## src/rtl/pt_pkg.sv

```systemverilog
package pt_pkg;

    localparam int unsigned PT_NUM_PREGS = 64;
    localparam int unsigned PT_ISSUE_W   = 2;
    localparam int unsigned PT_NUM_SRC   = 2;
    localparam int unsigned PT_NUM_WB    = 2;
    localparam int unsigned PT_TAG_W     = $clog2(PT_NUM_PREGS);

    // Outcome of checking one issuing instruction.
    typedef enum logic [1:0] {
        SLOT_IDLE   = 2'd0,
        SLOT_CLEAN  = 2'd1,
        SLOT_SQUASH = 2'd2
    } slot_state_e;

    // Flat index of one source operand inside the issue group.
    function automatic int unsigned src_index(int unsigned slot, int unsigned src,
                                              int unsigned nsrc);
        return slot * nsrc + src;
    endfunction

endpackage

```

## src/rtl/pt_tag_decode.sv

```systemverilog
module pt_tag_decode #(
    parameter int unsigned NUM_PREGS = 64,
    parameter int unsigned TAG_W     = 6
) (
    input  logic                 valid,
    input  logic [TAG_W-1:0]     tag,
    output logic [NUM_PREGS-1:0] onehot
);
    always_comb begin
        onehot = '0;
        if (valid) onehot[tag] = 1'b1;
    end
endmodule

```

## src/rtl/pt_poison_file.sv

```systemverilog
module pt_poison_file #(
    parameter int unsigned NUM_PREGS = 64
) (
    input  logic                 clk,
    input  logic                 rst,
    input  logic [NUM_PREGS-1:0] set_vec,
    input  logic [NUM_PREGS-1:0] clr_vec,
    output logic [NUM_PREGS-1:0] poison_q
);
    // Set has priority over clear for the same register.
    always_ff @(posedge clk) begin
        if (rst) poison_q <= '0;
        else     poison_q <= (poison_q & ~clr_vec) | set_vec;
    end
endmodule

```

## src/rtl/pt_squash_resolve.sv

```systemverilog
module pt_squash_resolve
    import pt_pkg::*;
#(
    parameter int unsigned NUM_PREGS = 64,
    parameter int unsigned TAG_W     = 6,
    parameter int unsigned ISSUE_W   = 2,
    parameter int unsigned NUM_SRC   = 2
) (
    input  logic [NUM_PREGS-1:0]             poison_view,
    input  logic [ISSUE_W-1:0]               iss_valid,
    input  logic [ISSUE_W*NUM_SRC-1:0]       src_valid,
    input  logic [ISSUE_W*NUM_SRC*TAG_W-1:0] src_tag,
    input  logic [ISSUE_W-1:0]               dst_valid,
    input  logic [ISSUE_W*TAG_W-1:0]         dst_tag,
    output logic [ISSUE_W-1:0]               squash,
    output logic [NUM_PREGS-1:0]             spread_vec
);
    slot_state_e          state_c [ISSUE_W];
    logic [ISSUE_W-1:0]   hit_c;
    logic [TAG_W-1:0]     tag_c;
    int unsigned          k_c;

    // Slots resolved oldest first so a younger slot can see an older squash.
    always_comb begin
        hit_c = '0;
        tag_c = '0;
        k_c   = 0;
        for (int i = 0; i < ISSUE_W; i++) begin
            for (int s = 0; s < NUM_SRC; s++) begin
                k_c   = src_index(i, s, NUM_SRC);
                tag_c = src_tag[k_c*TAG_W +: TAG_W];
                if (src_valid[k_c]) begin
                    if (poison_view[tag_c]) hit_c[i] = 1'b1;
                    for (int j = 0; j < i; j++) begin
                        if (state_c[j] == SLOT_SQUASH && dst_valid[j] &&
                            dst_tag[j*TAG_W +: TAG_W] == tag_c)
                            hit_c[i] = 1'b1;
                    end
                end
            end
            if (!iss_valid[i])  state_c[i] = SLOT_IDLE;
            else if (hit_c[i])  state_c[i] = SLOT_SQUASH;
            else                state_c[i] = SLOT_CLEAN;
        end
    end

    always_comb begin
        spread_vec = '0;
        for (int i = 0; i < ISSUE_W; i++) begin
            squash[i] = (state_c[i] == SLOT_SQUASH);
            if (squash[i] && dst_valid[i])
                spread_vec[dst_tag[i*TAG_W +: TAG_W]] = 1'b1;
        end
    end
endmodule

```

## src/rtl/pt_squash_tracker.sv

```systemverilog
module pt_squash_tracker
    import pt_pkg::*;
#(
    parameter int unsigned NUM_PREGS = PT_NUM_PREGS,
    parameter int unsigned ISSUE_W   = PT_ISSUE_W,
    parameter int unsigned NUM_SRC   = PT_NUM_SRC,
    parameter int unsigned NUM_WB    = PT_NUM_WB,
    localparam int unsigned TAG_W    = $clog2(NUM_PREGS)
) (
    input  logic                             clk,
    input  logic                             rst,
    input  logic                             viol_valid,
    input  logic [TAG_W-1:0]                 viol_tag,
    input  logic [ISSUE_W-1:0]               iss_valid,
    input  logic [ISSUE_W*NUM_SRC-1:0]       iss_src_valid,
    input  logic [ISSUE_W*NUM_SRC*TAG_W-1:0] iss_src_tag,
    input  logic [ISSUE_W-1:0]               iss_dst_valid,
    input  logic [ISSUE_W*TAG_W-1:0]         iss_dst_tag,
    input  logic [NUM_WB-1:0]                wb_valid,
    input  logic [NUM_WB*TAG_W-1:0]          wb_tag,
    output logic [ISSUE_W-1:0]               iss_squash
);
    logic [NUM_PREGS-1:0] viol_vec;
    logic [NUM_PREGS-1:0] poison_q;
    logic [NUM_PREGS-1:0] poison_view;
    logic [NUM_PREGS-1:0] spread_vec;
    logic [NUM_PREGS-1:0] clr_vec;
    logic [NUM_PREGS-1:0] set_vec;
    logic [NUM_PREGS-1:0] wb_vec [NUM_WB];

    pt_tag_decode #(.NUM_PREGS(NUM_PREGS), .TAG_W(TAG_W)) u_viol_dec (
        .valid (viol_valid),
        .tag   (viol_tag),
        .onehot(viol_vec)
    );

    for (genvar w = 0; w < NUM_WB; w++) begin : g_wb
        pt_tag_decode #(.NUM_PREGS(NUM_PREGS), .TAG_W(TAG_W)) u_wb_dec (
            .valid (wb_valid[w]),
            .tag   (wb_tag[w*TAG_W +: TAG_W]),
            .onehot(wb_vec[w])
        );
    end

    always_comb begin
        clr_vec = '0;
        for (int w = 0; w < NUM_WB; w++) clr_vec = clr_vec | wb_vec[w];
    end

    // Violation is bypassed to readers of the same cycle.
    assign poison_view = poison_q | viol_vec;
    assign set_vec     = viol_vec | spread_vec;

    pt_squash_resolve #(
        .NUM_PREGS(NUM_PREGS), .TAG_W(TAG_W),
        .ISSUE_W(ISSUE_W),     .NUM_SRC(NUM_SRC)
    ) u_resolve (
        .poison_view(poison_view),
        .iss_valid  (iss_valid),
        .src_valid  (iss_src_valid),
        .src_tag    (iss_src_tag),
        .dst_valid  (iss_dst_valid),
        .dst_tag    (iss_dst_tag),
        .squash     (iss_squash),
        .spread_vec (spread_vec)
    );

    pt_poison_file #(.NUM_PREGS(NUM_PREGS)) u_file (
        .clk     (clk),
        .rst     (rst),
        .set_vec (set_vec),
        .clr_vec (clr_vec),
        .poison_q(poison_q)
    );
endmodule

```

## config.mk

```make
export PLATFORM = sky130hd
export DESIGN_NAME = pt_squash_tracker
export DESIGN_NICKNAME = d
export VERILOG_FILES = /design/src/rtl/pt_pkg.sv /design/src/rtl/pt_tag_decode.sv /design/src/rtl/pt_poison_file.sv /design/src/rtl/pt_squash_resolve.sv /design/src/rtl/pt_squash_tracker.sv
export SDC_FILE = /design/constraint.sdc
export NUM_CORES = 1
export LEC_CHECK = 0
export ABC_AREA = 1
export ABC_CLOCK_PERIOD_IN_PS = 2470
export BUFFER_PORTS_ARGS = -buffer_cell sky130_fd_sc_hd__buf_4
export CORE_ASPECT_RATIO = 1.5
export CORE_MARGIN = 2
export CORE_UTILIZATION = 35
export DETAILED_ROUTE_END_ITERATION = 8
export PLACE_DENSITY = 0.55
export SETUP_SLACK_MARGIN = 0.3
export SYNTH_ARGS = -nofsm -noshare
export SYNTH_HDL_FRONTEND = slang
export SYNTH_SLANG_ARGS = --single-unit
export TNS_END_PERCENT = 5
```

## constraint.sdc

```tcl
create_clock -name clk -period 2.47 [get_ports clk]
set_clock_uncertainty 0.05 [all_clocks]
set_input_delay 0.3705 -clock clk [delete_from_list [all_inputs] [get_ports clk]]
set_output_delay 0.3705 -clock clk [all_outputs]
set_load 0.05 [all_outputs]
```

==> metrics, run 1 <==
overall routing resource usage 38.4%; Syn Nets 1,620; XOR/XNOR Fraction of Synth Area 0%; Fmax 0.329 GHz; initial antenna violation count 0; Post-route DRC 0; cells along the critical path buf_8 -> clkinvlp_4 -> nand3_4 -> nor2_4 -> buf_12 -> buf_16 -> buf_4 -> a21oi_4 -> nand2_2 -> nand3_2 -> nand3_2 -> nand3_2 -> nand3_1 -> nand2_1 -> nor2_1 -> a31oi_1 -> nand2_2 -> nand2_4 -> a21boi_4 -> buf_6; hold violation count in the final report 0; vias per cell 6.12; Clock Path Buffers 2; crit path DAT 2.62 ns; top post-synthesis cells by count nand3_1, nand2_1, inv_1; gpl congestion 1.06; Worst path slowest cell clkinvlp_4; hold_ws 0.417 ns; TritonCTS clock tree yes; Worst Max-Slew Pin Slew 0.753 ns; ys flop type dfxtp_1; Biggest register u_file.poison_q; first-pass GRT wire length 73,400 µm; area grow syn2layout 50.7%; Clock Sinks 64; largest registers u_file.poison_q: 64 flops; synthesis-stage register bit count 64; slowest stage delay, CP 0.20 ns; count leader, synth nand3_1; Final min period 3.04 ns; CP Class in -> out; Vias 13.0k; Synth Area per Inst 5.39 µm²; status finished with violations; area taken by multi-input logic gates 0.00669 mm²; mapped cell area 0.00837 mm²; Clk pin slew, worst setup/hold paths 0.06 ns; dpl hpwl 36,400 µm; Simple-Gate Fraction of Synth Area 52.6%; Adder-Cell Fraction of Synth Area 0%; worst path buffer plus inverter count 6; wire per inst 23.0 µm; Worst Hold Class in -> reg; die width 130 µm; sequential area share after synthesis 15.3%; fin crit share 123%; Distinct cells, synth 31; die height 193 µm; RSZ-0062 raised after global routing true; Peak VDD IR 0.355 mV; drt first pass iters 6; clock latency on the worst-skew pair 0.34 ns; grt total ovfl 0; Ant. Diodes 0; Yosys warnings 0; final wirelength 49,000 µm; delay-heaviest family, CP simple AND/OR/NAND/NOR gates; sequential cell area 0.00128 mm²; crit path capture type output pin; Yosys top cell area share 26.2%; final setup vio count 66; r2r setup slk -0.15 ns; Area contributors post-synth nand3_1, dfxtp_1, nand2_1; CTS Hold Bufs 0; Rows 69; crit-path max FO 5; max reg flops 64; vias in the first global route 12.1k; Setup TNS -24.92 ns; Worst slew margin 49.8%; DRT iter0 DRCs 1,831; EDFF count, synth 0; static leakage 5.59 nW; Fillers 2,453; main combinational cell family by area after synthesis simple AND/OR/NAND/NOR gates; Mapped Cells 1,553; failing checks negative setup slack; Port Buffers 68; share of layout cells above drive strength 1 27.9%; crit-path most repeated cell nand3_2; max cap viols 0; die area 0.0252 mm²; complex-gate fraction of the synthesized area 18.0%; Core Area 0.0236 mm²; pin count of the biggest net entering global routing 65; startpoint types primary input; clock root buffer clkbuf_16; I/O pin cnt 69; mux contribution to synthesized area 0%; Post-synth ARST share 0%; H-tree levels 3; CTS Buf Count 9; PD cells 304 mW/mm²; Initial Util 35.5%; setup ws final -0.574 ns; dominant cell type by area after synthesis nand3_1; fin nets 1,874; antenna-violating nets left 0; Worst Path Required 2.05 ns; Final Slew Violations 0
-- where the power goes --
part	total [W]	switching, W	internal, W
Sequential	0.00106	0.0000150	0.00105
Combinational	0.00159	0.000974	0.000619
Clock	0.00119	0.000456	0.000730
Total	0.00384	0.00144	0.00240
-- path summary, 6_finish.rpt --
kind,start,end,cells past startpoint
max,viol_tag[2],iss_squash[1],20
min,iss_valid[1],u_file.poison_q[31],3
max reg2reg,u_file.poison_q[2],u_file.poison_q[3],18
min reg2reg,u_file.poison_q[52],u_file.poison_q[52],4
-- cell usage in the layout (no fill, tap or decap), types with 3 or more instances in the layout --
cell and n:
a22oi_1 22, nor2_4 12, o22ai_1 11, nand3_1 382, clkbuf_16 9, nand2_2 40
clkbuf_1 4, a21oi_1 100, a21oi_4 4, buf_4 277, nand3b_1 3, nor4_1 4
nand3_4 5, a221o_1 33, o21ai_0 35, nor2_1 106, dfxtp_1 64, o211ai_1 11
inv_1 195, clkinvlp_4 4, nand2_1 195, clkinv_1 5, a21oi_2 12, buf_12 35
buf_6 13, nor3_1 50, buf_8 4, nand4_1 73, o21ai_1 5, buf_16 6
nand2_4 16, nand3_2 52, o221ai_1 7
-- layout make-up --
class,count,share of cell area [%]
repair buffers,336,25.2
well taps,319,3.16
flip-flops and latches,64,10.2
multi-input cells,1189,53.0
inverters,207,6.34
clock buffers,15,2.12
-- metrics by stage --
| stage | cells | cell area, µm² | utilization (%) | power, W | setup slack, ns |
|---|---|---|---|---|---|
| floorplan | 1553 | 8610 | - | 0.00177 | -0.0777 |
| global placement | 2090 | 11200 | 47.7 | 0.00241 | -0.666 |
| detailed placement | 2090 | 11200 | 47.7 | 0.00241 | -0.653 |
| global route | 2130 | 12600 | 53.5 | 0.00397 | -0.710 |
| finish | 2130 | 12600 | 53.5 | 0.00384 | -0.574 |
| CTS | 2128 | 12400 | 52.5 | 0.00376 | -0.491 |
-- cell families after synthesis --
| kind of cell | count (synthesis) |
|---|---|
| simple gates | 946 |
| buf+inv | 300 |
| compound gates | 243 |
| flops | 64 |
-- metal layers --
layer,GRT usage (%),up-vias,routed length [µm]
met5,0,-,0
met4,20.8,0,3370
met3,5.64,196,5300
met2,59.7,977,21800
met1,50.6,5929,18600
li1,-,5923,-
-- worst reg2reg max path: stages, from the launching register on --
cell and delay (ns):
dfxtp_1 0.43, inv_1 0.14, nand3_1 0.10, nand3_1 0.09
nand3_2 0.09, nand2_1 0.09, nand2_1 0.09, nand3_2 0.10
nand3_2 0.09, nand3_2 0.08, nand2_2 0.08, nand4_1 0.10
nand2_2 0.11, nand2_4 0.08, buf_4 0.16, nand2_8 0.12
bufbuf_16 0.28, nand4_1 0.10, a21oi_1 0.16
-- what timing repair did --
action	in CTS	in global routing
buffers inserted	15	2
endpoints found under the setup margin	66	66
pin swaps	27	37
resized for setup	137	51
cloned	8	0
(Power assumes the default switching activity.)
==> run 2: changes to the inputs <==
Settings changed: SETUP_SLACK_MARGIN 0.3 to default.
==> run 2 against run 1 <==
  * Sequential power about the same
  * Wire length decreased by 1.7%
  * Sequential share of layout area increased by 0.43 points
  * Sequential cell count unchanged
  * Worst hold slack improved by 0.035 ns
  * The run still ends with negative setup slack left
  * Clock-buffer cell count decreased by 2
  * Critical path depth unchanged
  * Fmax about the same
==> metrics, run 2 (synthesis gave the netlist of run 1 again) <==
Rows 69 (unchanged); fin crit share 123% (about the same); vias per cell 5.98 (-2.2%); pin count of the biggest net entering global routing 65 (unchanged); I/O pin cnt 69 (unchanged); Post-route DRC 0 (unchanged); H-tree levels 3 (unchanged); largest registers u_file.poison_q: 64 flops; crit-path max FO 5 (unchanged); Clk pin slew, worst setup/hold paths 0.05 ns (about the same); antenna-violating nets left 0 (unchanged); dpl hpwl 37,000 µm (+1.6%); grt total ovfl 0 (unchanged); startpoint types primary input; CTS Hold Bufs 0 (unchanged); final setup vio count 66 (unchanged); overall routing resource usage 37.6% (-0.82 points); Ant. Diodes 0 (unchanged); Final min period 3.04 ns (-0.00111 ns); Worst Max-Slew Pin Slew 0.768 ns (+0.0154 ns); area grow syn2layout 44.6%; first-pass GRT wire length 71,600 µm (-2.4%); status finished with violations; max cap viols 0 (unchanged); hold violation count in the final report 0 (unchanged); CTS Buf Count 9 (unchanged); vias in the first global route 11.8k (-2.2%); Core Area 0.0236 mm² (unchanged); gpl congestion 1.05 (-1.3%); placed cell area 0.0112 mm² (-0.40%); crit path capture type output pin; Fmax 0.329 GHz (about the same); die area 0.0252 mm² (unchanged); Port Buffers 68 (unchanged); most frequent cells in the layout nand3_1, buf_4, nand2_1, inv_1, a21oi_1; share of layout cells above drive strength 1 25.3% (-2.6 points); failing checks negative setup slack; Biggest register u_file.poison_q; die width 130 µm (unchanged); wire per inst 22.7 µm (-1.6%); Worst slew margin 48.8% (-1.0 points); hold_ws 0.452 ns (+0.0348 ns); Clock Path Buffers 2 (unchanged); RSZ-0062 raised after global routing true; final wirelength 48,200 µm (-1.7%); drt first pass iters 6 (unchanged); clock latency on the worst-skew pair 0.34 ns (about the same); Initial Util 35.5% (unchanged); Final Slew Violations 0 (unchanged); die height 193 µm (unchanged); DRT iter0 DRCs 1,559 (-15%); TritonCTS clock tree yes; CP Class in -> out; PD cells 309 mW/mm² (+1.4%); commonest non-fill, non-tap cell in the layout nand3_1; crit path DAT 2.62 ns (about the same); static leakage 5.38 nW (-3.9%); post-route cell area 0.0121 mm² (-4.1%); clock root buffer clkbuf_16; initial antenna violation count 1 (+1); Worst Path Required 2.05 ns (about the same); max reg flops 64 (unchanged); fin nets 1,871 (-0.16%); Vias 12.7k (-2.3%); Worst Hold Class in -> reg; Clock Sinks 64 (unchanged); Peak VDD IR 0.333 mV (-6.2%); setup ws final -0.573 ns (+0.00112 ns)
[run 2: cell count changes in the layout (fill, tap and decap cells not counted), sizes merged]
cell      previous run  this run
clkinvlp             4         1
inv                198       201
bufbuf               1         0
clkinv               5         8
clkbuf              15        14
buf                335       332
[run 2: per-layer routing]
layer	track usage [%]	wire (µm)
met1	48.9	18600
met2	58.5	21600
met3	6.14	4800
met4	21.0	3240
met5	0	10
[run 2: through the flow]
step / TNS (ns) / setup WS (ns) / utilization [%] / std cells / total power (W)
2_1_floorplan: -0.118 / -0.118 / - / 1553 / 0.00175
3_3_place_gp: -41.48 / -0.751 / 47.5 / 2100 / 0.00239
3_5_place_dp: -41.14 / -0.715 / 47.5 / 2100 / 0.00239
4_1_cts: -11.38 / -0.511 / 49.9 / 2123 / 0.00367
5_1_grt: -30.34 / -0.690 / 51.4 / 2128 / 0.00387
6_report: -18.40 / -0.573 / 51.4 / 2128 / 0.00374
[run 2: layout make-up]
| type | count | area, µm² |
|---|---|---|
| clock buffer | 13 | 270 |
| multi-input combinational | 1189 | 6400 |
| fill | 2494 | 11500 |
| sequential | 64 | 1280 |
| timing repair buffer | 333 | 2960 |
| inverter | 207 | 786 |
| clock inverter | 3 | 15.0 |
| tap | 319 | 399 |
[run 2: final timing paths]
kind,depth (start not counted),start,slack (ns),to
max,20,viol_tag[1],-0.57,iss_squash[1]
min,3,iss_valid[1],0.45,u_file.poison_q[29]
max reg2reg,18,u_file.poison_q[11],-0.07,u_file.poison_q[50]
min reg2reg,4,u_file.poison_q[58],0.54,u_file.poison_q[58]
[run 2: critical path: stages]
cell       delay [ns]
buf_4            0.09
buf_6            0.12
nand3_4          0.09
nor2_4           0.21
clkbuf_16        0.22
nand2_2          0.06
nand3_1          0.06
nand3_1          0.08
nand3_1          0.12
nand3_2          0.12
nand3_2          0.09
nand3_1          0.07
nand2_1          0.07
nand2_1          0.06
nand2_2          0.08
nand4_1          0.09
nand2_1          0.09
nand2_2          0.08
a21boi_4         0.23
buf_6            0.19
[run 2: power breakdown]
| part | total [W] | switching (W) | internal (W) |
|---|---|---|---|
| registers | 0.00106 | 0.0000125 | 0.00105 |
| logic | 0.00144 | 0.000910 | 0.000535 |
| clock network | 0.00123 | 0.000478 | 0.000756 |
[run 2: what timing repair did]
item / in CTS / in global routing
pin swaps: 25 / 27
gates resized for setup: 69 / 77
endpoints found under the setup margin: 66 / 66
setup buffers: 6 / 5
cloned: 1 / 1
==> run 3: changes to the inputs <==
Settings changed: ABC_CLOCK_PERIOD_IN_PS 2470 to 2700, CELL_PAD_IN_SITES_DETAIL_PLACEMENT from default to 0, CELL_PAD_IN_SITES_GLOBAL_PLACEMENT from default to 1, PLACE_DENSITY 0.55 to 0.76.
Clock period 2.47 ns to 2.7 ns, I/O delays scaled along.
==> run 3 against run 2 <==
  * The flow still finishes with violations (negative setup slack)
  * Critical path type unchanged
  * Sequential cell count did not move
  * Power decreased by 7.1%
  * Critical path depth is the same
  * Global-route usage decreased by 1.9 points
  * Non-clock buffer count shrank 28
  * Utilization is 0.21 points lower
  * Highest routed layer is now met4
  * Die area did not move
  * Final cell count fell by 1.3%
  * Wire length shrank 3.4%
  * Largest cell class unchanged
  * Critical endpoint unchanged
==> metrics, run 3 (synthesis gave the netlist of run 1 again) <==
drt first pass iters 9 (+3); Core Util, Final 51.2% (-0.21 points); Worst Path Required 2.25 ns (+0.20 ns); first-pass GRT wire length 68,000 µm (-5.0%); die width 130 µm (unchanged); static leakage 5.31 nW (-1.3%); Peak VDD IR 0.273 mV (-18%); Fmax 0.317 GHz; pin count of the biggest net entering global routing 65 (unchanged); Core Area 0.0236 mm² (unchanged); startpoint types primary input; vias in the first global route 11.4k (-3.2%); Biggest register u_file.poison_q; cells along the critical path buf_8 -> clkinvlp_4 -> buf_6 -> nor2_4 -> buf_12 -> nand2_4 -> nand3_2 -> nand3_2 -> nand3_2 -> nand3_1 -> nand3_2 -> nand3_1 -> nand2_1 -> nand2_1 -> nand2_2 -> nand4_1 -> nand2_2 -> nand2_4 -> a21boi_4 -> buf_6; CTS Buf Count 9 (unchanged); final setup vio count 66 (unchanged); Post-route DRC 0 (unchanged); Worst Max-Slew Pin Slew 0.835 ns (+0.0669 ns); antenna-violating nets left 0 (unchanged); crit path DAT 2.70 ns (+0.08 ns); die height 193 µm (unchanged); gpl congestion 1.08 (+2.4%); Clock Sinks 64 (unchanged); CTS Hold Bufs 0 (unchanged); Final Slew Violations 0 (unchanged); Port Buffers 68 (unchanged); fin crit share 117%; max reg flops 64 (unchanged); max cap viols 0 (unchanged); crit-path most repeated cell nand3_2; TritonCTS clock tree yes; Final min period 3.15 ns; grt total ovfl 0 (unchanged); crit path capture type output pin; hold violation count in the final report 0 (unchanged); vias per cell 5.94 (-0.71%); fin nets 1,843 (-1.5%); final wirelength 46,600 µm (-3.4%); Vias 12.5k (-2.0%); Clock Path Buffers 2 (unchanged); Rows 69 (unchanged); clock latency on the worst-skew pair 0.33 ns (about the same); pre-CTS WS -0.512 ns (+0.203 ns); most frequent cells in the layout nand3_1, buf_4, nand2_1, inv_1, nor2_1; setup ws final -0.454 ns (+0.118 ns); overall routing resource usage 35.7% (-1.9 points); DRT iter0 DRCs 1,630 (+4.6%); slowest stage delay, CP 0.20 ns (-0.03 ns); RSZ-0062 raised after global routing true; Worst path slowest cell buf_6; dpl hpwl 35,700 µm (-3.4%); area grow syn2layout 44.0%; clock root buffer clkbuf_16; crit-path max FO 5 (unchanged); wire per inst 22.2 µm (-2.1%); initial antenna violation count 1 (unchanged); I/O pin cnt 69 (unchanged); Setup TNS -18.26 ns (+0.143 ns); Worst slew margin 44.3% (-4.5 points); status finished with violations; largest registers u_file.poison_q: 64 flops; Worst Hold Class in -> reg; H-tree levels 3 (unchanged); Initial Util 35.5% (unchanged); commonest non-fill, non-tap cell in the layout nand3_1; PD cells 288 mW/mm² (-6.7%); failing checks negative setup slack; Clk pin slew, worst setup/hold paths 0.05 ns (about the same); CP Class in -> out; die area 0.0252 mm² (unchanged); share of layout cells above drive strength 1 25.4% (+0.12 points)
-- run 3: changes by cell type in the layout (fill, tap and decap cells not counted), sizes merged --
cell,delta
buf,-30
clkbuf,+2
bufinv,+1
clkinv,-1
diode,+1
-- run 3: metal layers --
metal  global-route usage [%]  wire, µm
met3                     4.07      4140
met4                     20.0      3020
met1                     46.7     18000
met2                     56.3     21500
met5                        0         0
-- run 3: where the power goes --
part           switching (W)  internal [W]  total (W)
logic               0.000822      0.000495    0.00132
registers          0.0000129      0.000956   0.000969
clock network       0.000422      0.000763    0.00118
-- run 3: timing repair --
| action | 4_1_cts | 5_1_grt |
|---|---|---|
| cloned | 4 | 4 |
| buffers inserted | 7 | 6 |
| pin swaps | 24 | 42 |
| resized for setup | 67 | 123 |
| endpoints found under the setup margin | 65 | 66 |
-- run 3: area by class of cell --
cell class	count	area, µm²
antenna	1	2.50
sequential	64	1280
timing repair buffer	305	2770
multi-input combinational	1189	6520
inverter	207	786
fill	2508	11500
clock buffer	13	260
clock inverter	3	40.0
tap	319	399
-- run 3: path summary, 6_finish.rpt --
check                                         start                   to  slack [ns]  cells past startpoint
worst max-delay path                     viol_valid        iss_squash[1]       -0.45                     20
worst min-delay path                   iss_valid[1]  u_file.poison_q[11]        0.48                      3
worst max register to register  u_file.poison_q[31]  u_file.poison_q[22]        0.01                     19
worst min register to register  u_file.poison_q[58]  u_file.poison_q[58]        0.55                      4
-- run 3: critical path, delay by kind of cell --
family	cells	cell delay (ns)
AND/OR/NAND/NOR	14	1.33
buffers and inverters	5	0.81
AO/OA/AOI/OAI	1	0.14
-- run 3: metrics by stage --
stage          total power [W]  cell area, µm²  hold slack, ns  cells
2_1_floorplan          0.00160            8410           0.505   1553
6_report               0.00347           12100           0.485   2101
4_1_cts                0.00335           11500           0.465   2091
5_1_grt                0.00359           12100           0.499   2101
3_3_place_gp           0.00212           10800           0.530   2064
3_5_place_dp           0.00212           10800           0.535   2064
